==> src/rtl/xfer_pkg.sv <==
// Shared constants and types for the branch/call/stack sequencer.
// Assumes an address of exactly two bytes.
package xfer_pkg;
    localparam int BYTE_W = 8;

    // Operation codes delivered by the decoder
    localparam logic [3:0] XOP_JUMP     = 4'd0;
    localparam logic [3:0] XOP_CALL     = 4'd1;
    localparam logic [3:0] XOP_RET      = 4'd2;
    localparam logic [3:0] XOP_RST      = 4'd3;
    localparam logic [3:0] XOP_PUSH     = 4'd4;
    localparam logic [3:0] XOP_PUSH_AF  = 4'd5;
    localparam logic [3:0] XOP_POP      = 4'd6;
    localparam logic [3:0] XOP_POP_AF   = 4'd7;
    localparam logic [3:0] XOP_XCHG_TOP = 4'd8;
    localparam logic [3:0] XOP_PC_HL    = 4'd9;
    localparam logic [3:0] XOP_SP_HL    = 4'd10;

    // Flag byte bit positions
    localparam int FL_CARRY = 0;
    localparam int FL_ONE   = 1;
    localparam int FL_PAR   = 2;
    localparam int FL_ZERO3 = 3;
    localparam int FL_ZERO  = 6;
    localparam int FL_SIGN  = 7;

    typedef enum logic [2:0] {
        ST_IDLE, ST_DEC, ST_RD, ST_WR, ST_FIN
    } seq_state_e;
endpackage

==> src/rtl/xfer_cond.sv <==
// Condition evaluator: code bits [2:1] pick a flag, bit 0 picks its polarity.
// Assumes the flag layout given in xfer_pkg.
module xfer_cond
    import xfer_pkg::*;
#(
    parameter int BW = BYTE_W
) (
    input  logic [2:0]    sel,
    input  logic [BW-1:0] flags,
    output logic          holds
);
    logic flag_bit;

    // Pick the tested flag and apply polarity
    always_comb begin
        case (sel[2:1])
            2'd0:    flag_bit = flags[FL_ZERO];
            2'd1:    flag_bit = flags[FL_CARRY];
            2'd2:    flag_bit = flags[FL_PAR];
            default: flag_bit = flags[FL_SIGN];
        endcase
        holds = sel[0] ? flag_bit : ~flag_bit;
    end
endmodule

==> src/rtl/xfer_plan.sv <==
// Operation planner: from the latched operation, decides which two-byte
// read and/or write the sequencer must run, their base addresses, the word
// to store, and the final PC/SP/pair results. Purely combinational.
// Assumes rd_word holds the read word once the read phase has finished.
module xfer_plan
    import xfer_pkg::*;
#(
    parameter int BW = BYTE_W
) (
    input  logic [3:0]      op,
    input  logic            taken,
    input  logic [2:0]      vec,
    input  logic [BW-1:0]   flags,
    input  logic [BW-1:0]   acc,
    input  logic [2*BW-1:0] pc,
    input  logic [2*BW-1:0] sp,
    input  logic [2*BW-1:0] hl,
    input  logic [2*BW-1:0] pair,
    input  logic [2*BW-1:0] rd_word,
    output logic            need_rd,
    output logic            need_wr,
    output logic [2*BW-1:0] rd_base,
    output logic [2*BW-1:0] wr_base,
    output logic [2*BW-1:0] wr_word,
    output logic [2*BW-1:0] pc_res,
    output logic [2*BW-1:0] sp_res,
    output logic [2*BW-1:0] pair_res
);
    localparam int AW = 2 * BW;
    localparam int VEC_SHIFT = 3;
    localparam logic [AW-1:0] STEP = AW'(2);

    logic [BW-1:0] flags_fixed;

    // Normalise a popped flag byte
    always_comb begin
        flags_fixed = rd_word[BW-1:0];
        flags_fixed[FL_ONE]   = 1'b1;
        flags_fixed[FL_ZERO3] = 1'b0;
    end

    // Per-operation access plan and results
    always_comb begin
        need_rd  = 1'b0;
        need_wr  = 1'b0;
        rd_base  = sp;
        wr_base  = sp - STEP;
        wr_word  = '0;
        pc_res   = pc;
        sp_res   = sp;
        pair_res = '0;
        case (op)
            XOP_JUMP: begin
                if (taken) begin
                    need_rd = 1'b1;
                    rd_base = pc;
                    pc_res  = rd_word;
                end else begin
                    pc_res = pc + STEP;
                end
            end
            XOP_CALL: begin
                if (taken) begin
                    need_rd = 1'b1;
                    rd_base = pc;
                    need_wr = 1'b1;
                    wr_word = pc + STEP;
                    pc_res  = rd_word;
                    sp_res  = sp - STEP;
                end else begin
                    pc_res = pc + STEP;
                end
            end
            XOP_RET: begin
                if (taken) begin
                    need_rd = 1'b1;
                    pc_res  = rd_word;
                    sp_res  = sp + STEP;
                end
            end
            XOP_RST: begin
                need_wr = 1'b1;
                wr_word = pc;
                pc_res  = AW'(vec) << VEC_SHIFT;
                sp_res  = sp - STEP;
            end
            XOP_PUSH: begin
                need_wr = 1'b1;
                wr_word = pair;
                sp_res  = sp - STEP;
            end
            XOP_PUSH_AF: begin
                need_wr = 1'b1;
                wr_word = {acc, flags};
                sp_res  = sp - STEP;
            end
            XOP_POP: begin
                need_rd  = 1'b1;
                pair_res = rd_word;
                sp_res   = sp + STEP;
            end
            XOP_POP_AF: begin
                need_rd  = 1'b1;
                pair_res = {rd_word[AW-1:BW], flags_fixed};
                sp_res   = sp + STEP;
            end
            XOP_XCHG_TOP: begin
                need_rd  = 1'b1;
                need_wr  = 1'b1;
                wr_base  = sp;
                wr_word  = hl;
                pair_res = rd_word;
            end
            XOP_PC_HL: pc_res = hl;
            XOP_SP_HL: sp_res = hl;
            default: ;
        endcase
    end
endmodule

==> src/rtl/xfer_stack_unit.sv <==
// Branch, call and stack sequencer. Latches an operation on start, runs
// up to one two-byte read followed by one two-byte write over a byte-wide
// memory port with a ready handshake, then pulses done with the results.
// Assumes the memory holds no request it has not acknowledged with mem_rdy.
module xfer_stack_unit
    import xfer_pkg::*;
#(
    parameter int BW = BYTE_W
) (
    input  logic            clk,
    input  logic            rst_n,
    input  logic            start,
    input  logic [3:0]      op,
    input  logic            cond_en,
    input  logic [2:0]      cond,
    input  logic [BW-1:0]   flags,
    input  logic [BW-1:0]   acc,
    input  logic [2*BW-1:0] pc_in,
    input  logic [2*BW-1:0] sp_in,
    input  logic [2*BW-1:0] hl_in,
    input  logic [2*BW-1:0] pair_in,
    output logic            busy,
    output logic            done,
    output logic [2*BW-1:0] pc_out,
    output logic [2*BW-1:0] sp_out,
    output logic [2*BW-1:0] pair_out,
    output logic            mem_req,
    output logic            mem_we,
    output logic [2*BW-1:0] mem_addr,
    output logic [BW-1:0]   mem_wdata,
    input  logic [BW-1:0]   mem_rdata,
    input  logic            mem_rdy
);
    localparam int AW = 2 * BW;

    seq_state_e    state;
    logic          beat;
    logic [3:0]    op_q;
    logic          cen_q;
    logic [2:0]    cond_q;
    logic [BW-1:0] flags_q, acc_q;
    logic [AW-1:0] pc_q, sp_q, hl_q, pair_q, rd_word;

    logic          holds, taken;
    logic          need_rd, need_wr;
    logic [AW-1:0] rd_base, wr_base, wr_word;

    xfer_cond #(.BW(BW)) u_cond (
        .sel   (cond_q),
        .flags (flags_q),
        .holds (holds)
    );

    assign taken = !cen_q || holds;

    xfer_plan #(.BW(BW)) u_plan (
        .op       (op_q),
        .taken    (taken),
        .vec      (cond_q),
        .flags    (flags_q),
        .acc      (acc_q),
        .pc       (pc_q),
        .sp       (sp_q),
        .hl       (hl_q),
        .pair     (pair_q),
        .rd_word  (rd_word),
        .need_rd  (need_rd),
        .need_wr  (need_wr),
        .rd_base  (rd_base),
        .wr_base  (wr_base),
        .wr_word  (wr_word),
        .pc_res   (pc_out),
        .sp_res   (sp_out),
        .pair_res (pair_out)
    );

    // Sequencer: latch, decide, read beats, write beats, finish
    always_ff @(posedge clk) begin
        if (!rst_n) begin
            state   <= ST_IDLE;
            beat    <= 1'b0;
            op_q    <= '0;
            cen_q   <= 1'b0;
            cond_q  <= '0;
            flags_q <= '0;
            acc_q   <= '0;
            pc_q    <= '0;
            sp_q    <= '0;
            hl_q    <= '0;
            pair_q  <= '0;
            rd_word <= '0;
        end else begin
            case (state)
                ST_IDLE: begin
                    if (start) begin
                        op_q    <= op;
                        cen_q   <= cond_en;
                        cond_q  <= cond;
                        flags_q <= flags;
                        acc_q   <= acc;
                        pc_q    <= pc_in;
                        sp_q    <= sp_in;
                        hl_q    <= hl_in;
                        pair_q  <= pair_in;
                        rd_word <= '0;
                        beat    <= 1'b0;
                        state   <= ST_DEC;
                    end
                end
                ST_DEC: begin
                    state <= need_rd ? ST_RD : (need_wr ? ST_WR : ST_FIN);
                end
                ST_RD: begin
                    if (mem_rdy) begin
                        if (beat) begin
                            rd_word[AW-1:BW] <= mem_rdata;
                            state <= need_wr ? ST_WR : ST_FIN;
                        end else begin
                            rd_word[BW-1:0] <= mem_rdata;
                        end
                        beat <= ~beat;
                    end
                end
                ST_WR: begin
                    if (mem_rdy) begin
                        if (beat) state <= ST_FIN;
                        beat <= ~beat;
                    end
                end
                default: state <= ST_IDLE;
            endcase
        end
    end

    // Memory port drive from sequencer state
    always_comb begin
        mem_req   = (state == ST_RD) || (state == ST_WR);
        mem_we    = (state == ST_WR);
        mem_addr  = '0;
        mem_wdata = '0;
        if (state == ST_RD) mem_addr = rd_base + AW'(beat);
        if (state == ST_WR) begin
            mem_addr  = wr_base + AW'(beat);
            mem_wdata = beat ? wr_word[AW-1:BW] : wr_word[BW-1:0];
        end
    end

    // Status outputs
    assign busy = (state != ST_IDLE);
    assign done = (state == ST_FIN);

    // an unacknowledged request holds its address, direction and data
    p_req_hold_r11: assert property (@(posedge clk) disable iff (!rst_n)
        mem_req && !mem_rdy |=> mem_req && $stable(mem_addr) && $stable(mem_we)
                               && $stable(mem_wdata));

    // the second byte of a word follows at the next address, same direction
    p_word_adjacent_r7: assert property (@(posedge clk) disable iff (!rst_n)
        mem_req && mem_rdy && !beat |=> mem_req && (mem_we == $past(mem_we))
                                      && (mem_addr == $past(mem_addr) + AW'(1)));

    // once writing starts, no read follows within the operation
    p_no_read_after_write_r11: assert property (@(posedge clk) disable iff (!rst_n)
        mem_req && mem_we |=> !(mem_req && !mem_we));

    // done lasts one cycle and returns the block to idle
    p_done_pulse_r12: assert property (@(posedge clk) disable iff (!rst_n)
        done |=> !done && !busy);

    // a failed condition on a transfer produces no memory traffic
    p_untaken_quiet_r2: assert property (@(posedge clk) disable iff (!rst_n)
        (state == ST_DEC) && !taken &&
        (op_q == XOP_JUMP || op_q == XOP_CALL || op_q == XOP_RET) |=> !mem_req);
endmodule

==> config.mk <==
export PLATFORM = sky130hd
export DESIGN_NAME = xfer_stack_unit
export DESIGN_NICKNAME = d
export VERILOG_FILES = /design/src/rtl/xfer_pkg.sv /design/src/rtl/xfer_cond.sv /design/src/rtl/xfer_plan.sv /design/src/rtl/xfer_stack_unit.sv
export SDC_FILE = /design/constraint.sdc
export NUM_CORES = 1
export LEC_CHECK = 0
export ABC_CLOCK_PERIOD_IN_PS = 5600
export BUFFER_PORTS_ARGS = -buffer_cell sky130_fd_sc_hd__buf_2
export CAP_MARGIN = 20
export CORE_ASPECT_RATIO = 0.7
export CORE_MARGIN = 4
export CORE_UTILIZATION = 48
export CTS_BUF_LIST = sky130_fd_sc_hd__clkbuf_16
export DETAILED_ROUTE_END_ITERATION = 8
export GPL_TIMING_DRIVEN = 0
export HOLD_SLACK_MARGIN = 0.06
export PLACE_DENSITY = 0.78
export REMOVE_ABC_BUFFERS = 1
export SYNTH_ARGS = -nofsm -noshare
export SYNTH_HDL_FRONTEND = slang
export SYNTH_SLANG_ARGS = --single-unit
==> constraint.sdc <==
create_clock -name clk -period 5.6 [get_ports clk]
set_input_delay 0.28 -clock clk [delete_from_list [all_inputs] [get_ports clk]]
set_output_delay 0.28 -clock clk [all_outputs]
set_load 0.005 [all_outputs]
# Word-level counts from Yosys, hierarchy flattened

Cells that the tools add are included.
Widths: inputs -> output; s select.

Flip-flop bits (word level): 108
Input bits: 100
Logic and storage cells: 102
Output and inout bits: 76

Add/sub/neg operators: 5
Mux-type cells: 37
Equality and inequality tests: 23
Reduce and logical (&&, ||, !) cells: 22
Bitwise logic cells: 2

Operators by type and width:

| cell                  | number |
|---|---|
| $mux 16               | 12 |
| $pmux 16 s5           | 2 |
| $pmux 16 s2           | 2 |
| $pmux 16 s4           | 1 |
| $add 16x1->16         | 2 |
| $add 16x2->16 const B | 2 |
| $mux 8                | 4 |
| $mux 3                | 7 |
| $eq 4x3->1 const B    | 4 |
| $sub 16x2->16 const B | 1 |
| $eq 4x4->1 const B    | 3 |
| $pmux 3 s4            | 1 |
| $reduce_or 3->1       | 3 |
| $eq 4x2->1 const B    | 2 |
| $ne 2x2->1 const B    | 4 |
| $reduce_and 4->1      | 2 |
| $reduce_or 2->1       | 4 |
| $eq 3x2->1 const B    | 2 |
| $ne 2x1->1 const B    | 3 |
| $pmux 1 s2            | 3 |
| $reduce_and 5->1      | 1 |
| $eq 4x1->1 const B    | 1 |
| $logic_not 4->1       | 1 |
| $mux 1                | 4 |
| 15 further kinds      | 18 |

# Depth between registers and ports, before layout

Depth in word-level cells: 11
Depth in mapped cells: 15
Depth with buffers taken out: 13

# Modules after synthesis

A second synthesis with hierarchy kept.

Cell total of the unflattened synthesis: 1,143
Area, all modules: 8,335.5 sq um

By module, submodules not included:

| module          | area an instance (sq um) | sequential area each (sq um) | cells each | times used |
|---|---|---|---|---|
| xfer_stack_unit | 5,081.1                  | 2,162.1                      | 618        | 1 |
| xfer_plan       | 3,223.1                  | 0.0                          | 523        | 1 |
| xfer_cond       | 31.3                     | 0.0                          | 2          | 1 |

# Least setup slack after synthesis

Ideal clock, no wire load.

Path kind: reg2out
Start point: reg cond_q[2]
End point: out mem_addr[11]
Path slack: 1.620 ns
Arrival time: 3.700 ns
Path buffers: 2
Cell stages (with the launch flop): 15
Required time: 5.320 ns
Path through: dfxtp_1 -> mux2i_1 -> mux2_2 -> nor3_1 -> buf_2 -> buf_2 -> nand2_1 -> nand2_1 -> ha_1 -> nand3_1 -> nor4_1 -> nor2_1 -> or3_1 -> xnor2_1 -> o311a_1

Cells in the longest elaborated chain, start to end: 10
Elaborated cells between the ends (all ways): 12
Classes of those cells: 1 x add/sub; 2 x eq/ne; 6 x mux; 1 x bitwise; 2 x reduce/logical

RTL lines:

| element                                  | line                             | source |
|---|---|---|
| start: declaration                       | xfer_stack_unit.sv:40            | `logic [2:0] cond_q;` |
| start signal: assignment                 | xfer_stack_unit.sv:98            | `cond_q <= cond;` |
| $eq 2x2->1, or another cell as far along | xfer_cond.sv:16                  | `case (sel[2:1])` |
| $pmux 1 s3 (*)                           | xfer_cond.sv:16                  |  |
| $not 1->1                                | xfer_cond.sv:22                  | `holds = sel[0] ? flag_bit : ~flag_bit;` |
| $mux 1 (*)                               | xfer_cond.sv:22                  |  |
| $logic_or 1x1->1 (*)                     | xfer_stack_unit.sv:54            | `assign taken = !cen_q \|\| holds;` |
| $mux 16 (*)                              | xfer_plan.sv:54, xfer_plan.sv:63 |  |
| $mux 16 (*)                              | --                               |  |
| $add 16x1->16 (*)                        | xfer_stack_unit.sv:141           | `if (state == ST_RD) mem_addr = rd_base + AW'(beat);` |
| $mux 16 (*)                              | xfer_stack_unit.sv:141           |  |
| $mux 16 (*)                              | xfer_stack_unit.sv:142           | `if (state == ST_WR) begin` |
| end: declaration                         | xfer_stack_unit.sv:29            | `output logic [2*BW-1:0] mem_addr,` |

Mark *: on every way between the ends. The rest lies on a longest branch, timed or not.

# Worst setup path after layout

Start point: reg op_q[3]
End point: out mem_addr[11]

Cells in the longest elaborated chain, start to end: 6
Elaborated cells between the ends (all ways): 10
Classes of those cells: 2 x add/sub; 2 x eq/ne; 4 x mux; 2 x reduce/logical

RTL lines:

| element                                              | line                   | source |
|---|---|---|
| start: declaration                                   | xfer_stack_unit.sv:38  | `logic [3:0] op_q;` |
| start signal: assignment                             | xfer_stack_unit.sv:96  | `op_q <= op;` |
| $eq 4x1->1 / $logic_not 4->1 (equally long branches) | xfer_plan.sv:52        | `case (op)` |
| $reduce_or 2->1 (no line)                            | --                     |  |
| $mux 16                                              | --                     |  |
| $add 16x1->16                                        | xfer_stack_unit.sv:141 |  |
| $mux 16                                              | xfer_stack_unit.sv:141 |  |
| $mux 16 (*)                                          | xfer_stack_unit.sv:142 |  |

Marks and branches as above.

==> summary by stage <==
Synth
Of all flip-flops after synthesis, the portion carrying an async set or reset was 0%. The most used flip-flop cell after synthesis is dfxtp_1. The sequential cell area fraction in the yosys report is 25.17%. Yosys attributes the largest share of cell area to dfxtp_1 25%, nand2_1 12%, a21boi_0 8.0%. The cell area after synthesis is about 8600 um^2. The synthesized design devotes to its leading area cell type about a quarter of total area.

The number of warnings reported in the yosys synthesis log is 0. Counting flops with a built-in enable in the synthesized netlist gives 0. The dominant cell type by area after synthesis is dfxtp_1.

In this run, synthesis produced a sequential element count of between 100 and 150. The cell count after synthesis is roughly 1200. The mean instance size in the synthesized netlist is a little over 7 um^2. After synthesis, the netlist uses 72 different library cells.

Layout
Of the cells placed in the final design, the portion with a size suffix greater than 1 is roughly a fifth. In the final layout, the multi-input gates occupy 5967 um^2. The number of nets in the layout is 1410. The finished cells cover just under 10000 um^2. The count of antenna diodes in the layout is 0. The library cell used most frequently in the layout, excluding fill and tap cells, is nand2_1. The area growth from synthesis to final layout is 14.80%. Registers take 2162 um^2. Counting the fill cells in the layout gives ~1700.

Leaving out fill and tap cells, the most frequent cells in the layout are 271 x nand2_1, 176 x buf_2, 108 x dfxtp_1, 91 x a21boi_0, 58 x nor2_1.

Place
Port buffering added approximately 180 buffers. The placer congestion estimate is around 1. Summed over all nets, the half-perimeter wirelength after detailed placement is roughly 25000 um. Once placement finished, the instance area stood at roughly 9600 um^2.

Drt
The average wire per standard cell is approximately 21 um. For this block, the via count after detailed routing is just under 10000. In this run the remaining antenna-violating nets after routing total 0. The first detailed-routing pass took 8 iterations. In the routed layout, each cell is associated on average with a via count of ~6.3. The routed design has approximately 32000 um of wire.

The post-route DRC violation count is 0. After the first detailed-routing iteration, the DRC count stood at around 1400.

Global route
The number of antenna violations at the first check in global routing is 0. For met2 alone, demand over resource in global routing was around 40%. The busiest layer in global routing is met1. In the global route stage, met1 resource usage came out at 47.08%. For this run, the total global-route usage over all layers was measured as between 30% and 40%. For this run, global-route usage on met3 was measured as under 10%.

The number of global-route vias before repair is around 8400. The total overflow left after global routing is 0. Entering global routing, the biggest net connects between 80 and 90 pins. The wire length of the first global-routing pass is about 49000 um.

STA
Between clock sinks in the finished design, the worst skew comes to 0.008532 ns. Setup repair after global routing left no endpoint under its margin. The final max-slew violation count is 0. The worst path in the final design needs a cycle of between 5 and 6 ns, including I/O delays and setup. After routing, the total negative slack on setup checks comes to 0 ns.

Measured against its own limit, the worst slew margin works out to ~33%. For the pin with the worst max-slew slack, the measured transition is 1.010 ns. Dividing the final minimum period by the clock period gives ~96%. For this run, the top clock speed supported by timing is roughly 190 MHz. The final setup violation count is 0. The final count of hold timing violations came to 0.

Power
The clock network accounts for between 10% and 20% of the total power. The worst-case vdd ir drop is 0.3824 mV. Cell internal power was estimated by the tool at ~2.1 mW. The part of the power in combinational logic is a little over half. Summed over all cells, the static leakage comes to around 3.8 nW. Dividing total power by cell area gives a power density of 413.0 nW/um^2. The analysis attributes to net switching a power of 2.009 mW. In this run switching power makes up between 40% and 50% of total power.

The proportion of power drawn by flip-flops and latches is between 30% and 40%.

Worst setup path
The kind of cell adding the most delay to the critical path is simple AND/OR/NAND/NOR gates. Of all nets on the critical path, the largest fanout is 18. The kind of capture point of the worst setup path is an output port. The slowest cell on the critical path is nor2_2. Data on the critical path arrives at its endpoint at 5.09 ns. Data on the critical path is required at its endpoint by 5.32 ns. By startpoint and endpoint, the worst setup path is classified as reg2out.

In this design, the stage delay of the slowest critical-path cell is around 0.56 ns. Traced cell by cell, the critical path runs through nor2_2 -> nand2_2 -> nor3_4 -> buf_6 -> nand2_1 -> nand2_1 -> ha_1 -> nand3_1 -> nor4_1 -> nor2_1 -> or3_1 -> xnor2_1 -> o311a_1 -> buf_2. The most repeated library cell on the critical path is nand2_1. Together, buffers and inverters on the worst path number 2. The worst setup path is launched from a register.

Die
The effective utilization at floorplan is 49.47%. The floorplan step defined a die boundary enclosing between 20000 and 25000 um^2. In this run the count of I/O pins placed on the die edge is approximately 180. The core outline area is 17370 um^2. In this run the vertical extent of the chip is 119.9 um.

The die boundary width is about 170 um. The count of standard-cell rows is 40.

Run status
The run finished with clean final reports.

Clock tree
The later-pin clock latency in the skew report is 0.36 ns. After clock tree synthesis, the clock-pin slew on the worst setup and hold paths is around 0.080 ns. The buffer cell driving the clock tree root is clkbuf_16.

The CTS H-tree depth is 3. For this design, the sink count on the clock tree is approximately 110. The number of buffers inserted to repair setup after CTS is 0. TritonCTS created 9 clock buffers. The CTS tree is done. The longest clock path from root to sink contains 2 buffers.

Flow run
The max-cap violation count is 0.

Worst hold path
The class of the worst hold path is in2reg.
==> worst paths after layout <==
check                   from            to  slack, ns  cells past startpoint
setup reg to reg   cond_q[2]      state[1]       2.31                      7
hold reg to reg   pair_q[11]    pair_q[11]       0.47                      2
hold / removal      hl_in[3]       hl_q[3]       0.16                      3
setup / recovery     op_q[3]  mem_addr[11]       0.23                     14
==> what timing repair did <==
action | CTS | global route
hold buffers | 0 | 0
setup endpoints to repair | 0 | 8
gates resized for setup | 0 | 2
==> layer usage <==
layer  vias to the layer above  share of wire, %
met3                        40                15
li1                       4516                 -
met5                         -                 0
met2                       686                39
met4                         0               1.4
met1                      4513                45
==> area by class of cell <==
type / instances / share of cell area (%)
clock buffer: 9 / 2.284
clock inverter: 7 / 0.6090
inverter: 19 / 0.7232
multi-input combinational: 970 / 60.50
sequential: 108 / 21.92
tap: 231 / 2.931
timing repair buffer: 195 / 11.03
==> worst register-to-register path, cell delays in order, from the launching register on <==
cell	delay [ns]
dfxtp_1	0.45
mux2i_1	0.31
mux2i_1	0.67
nand2_1	0.68
a31oi_1	0.59
o21bai_1	0.13
or3_1	0.32
nand3_1	0.08
==> through the flow <==
| step | worst slack (ns) | util [%] | hold slack (ns) | total power [mW] | cells |
|---|---|---|---|---|---|
| after floorplan | 0.3070 | - | 0.4017 | 2.584 | 1097 |
| after global placement | -2.123 | 53.67 | 0.4569 | 3.305 | 1503 |
| after detailed placement | 0.4932 | 55.02 | 0.4596 | 3.380 | 1521 |
| after CTS | 0.07804 | 56.66 | 0.1553 | 3.998 | 1537 |
| after global routing | 0.08668 | 56.79 | 0.1595 | 4.312 | 1539 |
| final | 0.2326 | 56.79 | 0.1604 | 4.073 | 1539 |
==> sequential cells by signal, summed over array words and instances (netlist names), 3 cells and up <==
name,count
hl_q,16
rd_word,16
flags_q,8
pair_q,16
sp_q,16
state,3
pc_q,16
op_q,4
acc_q,8
cond_q,3
==> kinds of logic (layout without fill, tap and decap cells) <==
family | Yosys count | count (layout) | share of synthesized area [%]
mux | 38 | 38 | 4.573
simple gates | 536 | 536 | 29.27
xor+xnor | 58 | 58 | 5.913
fa+ha+maj | 7 | 7 | 1.019
flops | 108 | 108 | 25.17
buf+inv | 129 | 230 | 5.899
compound gates | 331 | 331 | 28.15
==> power groups by stage <==
stage | combinational [mW] | sequential [mW] | clock [mW]
2_1_floorplan | 1.43 | 1.15 | 0
3_3_place_gp | 2.00 | 1.31 | 0
3_5_place_dp | 2.06 | 1.32 | 0
4_1_cts | 2.07 | 1.30 | 0.624
5_1_grt | 2.32 | 1.34 | 0.654
6_report | 2.13 | 1.33 | 0.617
==> synth_stat cells, types with 5 or more instances <==
cell type / n
nand2_1: 272
dfxtp_1: 108
clkbuf_1: 93
a21boi_0: 91
nor2_1: 58
a21oi_1: 47
xnor2_1: 43
nand3_1: 42
o21ai_0: 42
mux2i_1: 30
nor3_1: 25
and2_1: 20
inv_1: 19
and3_1: 18
nor2b_1: 18
nor4_1: 17
nand4_1: 16
o211ai_1: 16
xor2_1: 15
a22oi_1: 14
a31oi_1: 14
or3_1: 12
a222oi_1: 11
o22ai_1: 10
buf_1: 9
a211oi_1: 8
nor3b_1: 8
ha_1: 7
mux2_2: 7
o2111ai_1: 7
o311ai_0: 7
a221o_1: 6
a221oi_1: 6
buf_2: 6
or2_2: 6
a2111oi_0: 5
o221ai_1: 5
o31ai_1: 5
Power figures use the tool's default switching activity.
